File: config.mk
export PLATFORM = sky130hd
export DESIGN_NAME = startup_option_loader
export DESIGN_NICKNAME = d
export VERILOG_FILES = /design/src/rtl/startup_option_pkg.sv /design/src/rtl/startup_option_ctrl.sv /design/src/rtl/startup_option_dp.sv /design/src/rtl/startup_option_loader.sv
export SDC_FILE = /design/constraint.sdc
export NUM_CORES = 1
export LEC_CHECK = 0
export ABC_AREA = 1
export BUFFER_PORTS_ARGS = -buffer_cell sky130_fd_sc_hd__buf_4
export CORE_MARGIN = 1
export CORE_UTILIZATION = 30
export DETAILED_ROUTE_END_ITERATION = 10
export HOLD_SLACK_MARGIN = 0.1
export MAX_ROUTING_LAYER = met4
export PLACE_DENSITY = 0.52
export SLEW_MARGIN = 10
export SYNTH_ARGS = -nofsm -noshare
export SYNTH_HDL_FRONTEND = slang
export SYNTH_SLANG_ARGS = --single-unit
File: constraint.sdc
create_clock -name clk -period 2.2 [get_ports clk]
set_clock_uncertainty 0.15 [all_clocks]
set_input_delay 0 -clock clk [delete_from_list [all_inputs] [get_ports clk]]
set_output_delay 0 -clock clk [all_outputs]
set_load 0.005 [all_outputs]
File: src/rtl/startup_option_pkg.sv
package startup_option_pkg;
  typedef enum logic [1:0] {
    PH_HOLD,
    PH_STAB,
    PH_LOAD,
    PH_RUN
  } phase_t;

  typedef struct packed {
    logic clear;
    logic fetch;
  } strobe_t;
endpackage

File: src/rtl/startup_option_ctrl.sv
module startup_option_ctrl
  import startup_option_pkg::*;
#(
  parameter int STAB_CYCLES = 4096,
  parameter int LOAD_CYCLES = 512,
  parameter int SLOTS       = 64,
  parameter int STRIDE      = 8
) (
  input  logic                      clk,
  input  logic                      rstN,
  output strobe_t                   strobe,
  output logic [$clog2(SLOTS)-1:0]  slot,
  output logic                      pcLoad,
  output logic                      cpuRun
);
  localparam int MAX_CYC  = (STAB_CYCLES > LOAD_CYCLES) ? STAB_CYCLES : LOAD_CYCLES;
  localparam int CNT_W    = $clog2(MAX_CYC + 1);
  localparam int SLOT_W   = $clog2(SLOTS);
  localparam int STRIDE_W = $clog2(STRIDE);

  logic [1:0]       syncQ;
  logic             relN;
  phase_t           phase;
  logic [CNT_W-1:0] cnt;
  logic [CNT_W-1:0] slotWide;

  // Asynchronous assertion, synchronous release
  always_ff @(posedge clk or negedge rstN) begin
    if (!rstN) syncQ <= '0;
    else       syncQ <= {syncQ[0], 1'b1};
  end
  assign relN = syncQ[1];

  always_ff @(posedge clk or negedge rstN) begin
    if (!rstN) begin
      phase  <= PH_HOLD;
      cnt    <= '0;
      pcLoad <= 1'b0;
    end else begin
      pcLoad <= 1'b0;
      case (phase)
        PH_HOLD: if (relN) begin
          phase <= PH_STAB;
          cnt   <= '0;
        end
        PH_STAB: if (cnt == CNT_W'(STAB_CYCLES - 1)) begin
          phase <= PH_LOAD;
          cnt   <= '0;
        end else begin
          cnt <= cnt + 1'b1;
        end
        PH_LOAD: if (cnt == CNT_W'(LOAD_CYCLES - 1)) begin
          phase  <= PH_RUN;
          pcLoad <= 1'b1;
          cnt    <= '0;
        end else begin
          cnt <= cnt + 1'b1;
        end
        default: phase <= PH_RUN;
      endcase
    end
  end

  assign slotWide     = cnt >> STRIDE_W;
  assign slot         = SLOT_W'(slotWide);
  assign strobe.fetch = (phase == PH_LOAD) && (cnt[STRIDE_W-1:0] == '0)
                        && (slotWide < CNT_W'(SLOTS));
  assign strobe.clear = (phase == PH_HOLD);
  assign cpuRun       = (phase == PH_RUN);
endmodule

File: src/rtl/startup_option_dp.sv
module startup_option_dp
  import startup_option_pkg::*;
#(
  parameter int             ADDR_W = 13,
  parameter int             DATA_W = 8,
  parameter int             SLOTS  = 64,
  parameter logic [12:0]    BASE   = 13'h1FC0
) (
  input  logic                       clk,
  input  logic                       rstN,
  input  strobe_t                    strobe,
  input  logic [$clog2(SLOTS)-1:0]   slot,
  input  logic [DATA_W-1:0]          memData,
  output logic [ADDR_W-1:0]          memAddr,
  output logic                       memRd,
  output logic [SLOTS*DATA_W-1:0]    optFlat
);
  localparam int SLOT_W = $clog2(SLOTS);

  logic              capValid;
  logic [SLOT_W-1:0] capSlot;

  assign memRd   = strobe.fetch;
  assign memAddr = ADDR_W'(BASE) + ADDR_W'(slot);

  // Remember which slot the returning byte belongs to
  always_ff @(posedge clk or negedge rstN) begin
    if (!rstN) begin
      capValid <= 1'b0;
      capSlot  <= '0;
    end else begin
      capValid <= strobe.fetch;
      capSlot  <= slot;
    end
  end

  for (genvar i = 0; i < SLOTS; i++) begin : gSlot
    logic [DATA_W-1:0] optReg;
    always_ff @(posedge clk or negedge rstN) begin
      if (!rstN)                                        optReg <= '0;
      else if (strobe.clear)                            optReg <= '0;
      else if (capValid && capSlot == SLOT_W'(i))       optReg <= memData;
    end
    assign optFlat[i*DATA_W +: DATA_W] = optReg;
  end
endmodule

File: src/rtl/startup_option_loader.sv
module startup_option_loader
  import startup_option_pkg::*;
#(
  parameter int          STAB_CYCLES = 4096,
  parameter int          LOAD_CYCLES = 512,
  parameter int          SLOTS       = 64,
  parameter int          STRIDE      = 8,
  parameter int          ADDR_W      = 13,
  parameter int          DATA_W      = 8,
  parameter logic [12:0] BASE        = 13'h1FC0
) (
  input  logic                    clk,
  input  logic                    rstN,
  input  logic [DATA_W-1:0]       memData,
  output logic [ADDR_W-1:0]       memAddr,
  output logic                    memRd,
  output logic [SLOTS*DATA_W-1:0] optFlat,
  output logic                    pcLoad,
  output logic [ADDR_W-1:0]       pcValue,
  output logic                    cpuRun
);
  strobe_t                   strobe;
  logic [$clog2(SLOTS)-1:0]  slot;

  startup_option_ctrl #(
    .STAB_CYCLES(STAB_CYCLES), .LOAD_CYCLES(LOAD_CYCLES),
    .SLOTS(SLOTS), .STRIDE(STRIDE)
  ) ctrl (
    .clk(clk), .rstN(rstN), .strobe(strobe), .slot(slot),
    .pcLoad(pcLoad), .cpuRun(cpuRun)
  );

  startup_option_dp #(
    .ADDR_W(ADDR_W), .DATA_W(DATA_W), .SLOTS(SLOTS), .BASE(BASE)
  ) dp (
    .clk(clk), .rstN(rstN), .strobe(strobe), .slot(slot), .memData(memData),
    .memAddr(memAddr), .memRd(memRd), .optFlat(optFlat)
  );

  assign pcValue = '0;
endmodule

==> results.cfg <==
[worst_setup_path]
r2r_cells = 8
crit_required_ps = 2050
crit_type = reg2out
startpoint = ctrl.phase[0]
reg2reg_slack_ps = 140
worstPathArrival_ps = 1960
critPathSlowestCell = dfrtp_2
cp_slowest_stage_delay_ps = 440
critPathMaxFanout = 5
endpoint = memRd
r2r_start = ctrl.phase[1]
start_kind = flip-flop
timing.rr.end = dp.gSlot[32].optReg[7]
endpoint_kind = primary output
worstPathCellList = inv_2 -> ha_1 -> inv_1 -> nor4b_2 -> buf_4 -> buf_4
critical_path.most_common_cell = buf_4

[clock_tree]
clock_latency_ps = 600
clock_path_buffers = 3
cts-root-buf = clkbuf_16
cts_tree = built
cts.sinks = 537
numCtsBuffers = 58
path_clk_slew_ps = 60
htreeDepth = 2

[synth]
async_flop_share = 1.00
ys_seq_elements = 537
synth_area_leaders = dfrtp_1 65%, nand2_1 10%, o21ai_0 7.9%
synth_edf_count = 0
yosysTopAreaCell = dfrtp_1
yosysWarningCount = 0
yosysUniqueCellTypes = 35
synthCells = 2001
synthTopCellsByCount = 568 x nand2_1, 537 x dfrtp_1, 326 x o21ai_0
synth.top_cell.area_share = 0.652
yosysMostFrequentCell = nand2_1
syn_area_sq_um = 20600
ys.flop_type = dfrtp_1
yosysSeqAreaShare = 0.652
syn_area_per_cell_sq_um = 10.3

[power_and_ir_drop]
pwr-share-seq = 0.369
intPower_w = 0.0285
total_power_w = 0.0451
p_switching_w = 0.0165
switching_share = 0.367
power_density_nw_per_um2 = 1610
irDropWorstVdd_mv = 0.681
p_leak_nw = 13.7
pwr-share-clk = 0.235
comb_power_share = 0.396

[global_route]
grt_pass1_vias = 15703
grt_usage = 0.210
grt_overflow = 0
grt_antenna_before_repair = 0
grt_pass1_wl_microns = 107000
grt_max_degree = 89

[routing]
wirelength_microns = 72800
antenna_left = 0
wl_per_cell_microns = 21.1
drt_pass1_iterations = 5
drt-vias-per-instance = 4.67
vias = 16115
drtIter0Drc = 1214
drc = 0

[floorplanning]
core_sq_um = 67500
start_util = 0.305
die_area_sq_um = 69700
fp.dieH_microns = 264
num_rows = 95
io_pins = 551
die_w_microns = 264

[placed_design]
gp_congestion = 0.836
io_buffers = 530
dp_hpwl_microns = 50100
numPlacedInstances = 3327

[timing]
relSlewSlack = 0.560
fin_hold_ws_ps = 210
tightest_slew_ps = 660
fin_crit_ps = 2110
max_freq_mhz = 475
grt_setup_unrepaired = yes
drv_slew = 0
finalCritPeriodShare = 0.958
setup_violations = 0
tns_ps = 0
hold_violations = 0

[cells_and_area]
drive_gt1_frac = 0.304
final-instance-count-excl-fill = 3451
final_core_util = 0.413
fin_nets = 2545
syn_to_final_growth_pct = 35.5

[hold_path]
min_path_type = reg2reg

[outcome]
outcome = finished, final reports clean

[flow_run]
drv_cap = 0
power by group through the flow:
| stage | clock [W] | combinational (W) | sequential (W) |
|---|---|---|---|
| floorplan | 0 | 0.00754 | 0.0166 |
| global placement | 0 | 0.0177 | 0.0166 |
| detailed placement | 0 | 0.0179 | 0.0167 |
| CTS | 0.0108 | 0.0180 | 0.0166 |
| global route | 0.0112 | 0.0196 | 0.0171 |
| finish | 0.0106 | 0.0178 | 0.0166 |
critical path, delay by kind of cell, from the launching register on:
kind	cells	cell delay (ps)
buf+inv	4	480
simple gates	1	250
fa+ha+maj	1	200
flops	1	440
worst min path at each step:
stage / from / to / slack, ps / cells after the start
final: ctrl.syncQ[0] / ctrl.syncQ[1] / 210 / 0
after CTS: ctrl.syncQ[0] / ctrl.syncQ[1] / 210 / 0
after detailed placement: rstN / dp.gSlot[52].optReg[6] / -150 / 1
after floorplan: rstN / ctrl.cnt[0] / -450 / 0
after global placement: rstN / dp.gSlot[52].optReg[6] / -150 / 1
after global routing: ctrl.syncQ[0] / ctrl.syncQ[1] / 210 / 0
what timing repair did:
item | CTS | global route
resized for setup | 3 | 11
buffers inserted | 1 | 1
setup endpoints to repair | 17 | 38
hold endpoints to repair | 1049 | 0
hold buffers | 11 | 0
cell usage in the layout, fill, tap and decap left out, types with 7 or more instances in the layout:
cell / instances
a21oi_1: 8
a21oi_4: 30
buf_12: 25
buf_4: 559
bufinv_16: 10
clkbuf_1: 17
clkbuf_16: 59
clkbuf_8: 13
conb_1: 21
dfrtp_1: 536
dlygate4sd3_1: 10
ha_1: 7
inv_1: 59
inv_2: 25
nand2_1: 558
nand2_2: 7
nand3_1: 19
nor2_1: 17
o21ai_0: 325
o21ai_1: 204
o21ai_2: 18
cell families (layout without fill, tap and decap cells):
group,after synthesis,after routing,synth area share
simple gates,619,619,0.117
compound gates,593,593,0.164
flops,537,537,0.652
buf+inv,237,793,0.0597
fa+ha+maj,8,8,0.00486
xor+xnor,5,5,0.00213
other cells,2,23,0.000364
flip-flops by register name, indices dropped and copies added (netlist names):
signal / cells
dp.capValid: 1
dp.capSlot: 6
ctrl.pcLoad: 1
ctrl.phase: 2
dp.gSlot.optReg: 512
ctrl.syncQ: 2
ctrl.cnt: 13
cell type report:
cell class | instances | area, sq um
multi-input combinational | 1246 | 6110
clock buffer | 89 | 1720
fill | 6597 | 39600
tap | 873 | 1090
sequential | 537 | 13400
antenna | 2 | 5.00
timing repair buffer | 596 | 4840
clock inverter | 20 | 369
inverter | 88 | 344
stage by stage:
stage | setup slack [ps] | cell area (sq um)
floorplan | 309 | 20700
global placement | 40.7 | 25600
detailed placement | -39.1 | 25600
CTS | 2.90 | 27800
global route | -11.9 | 27900
finish | 93.4 | 27900
metal layers:
metal / track usage / vias up / part of all wire
met1: 0.267 / 7941 / 0.44
met3: 0.0379 / 116 / 0.049
met2: 0.338 / 469 / 0.48
met4: 0.0699 / 0 / 0.032
met5: - / - / 0
li1: - / 7589 / -
Power figures use the tool's default switching activity.
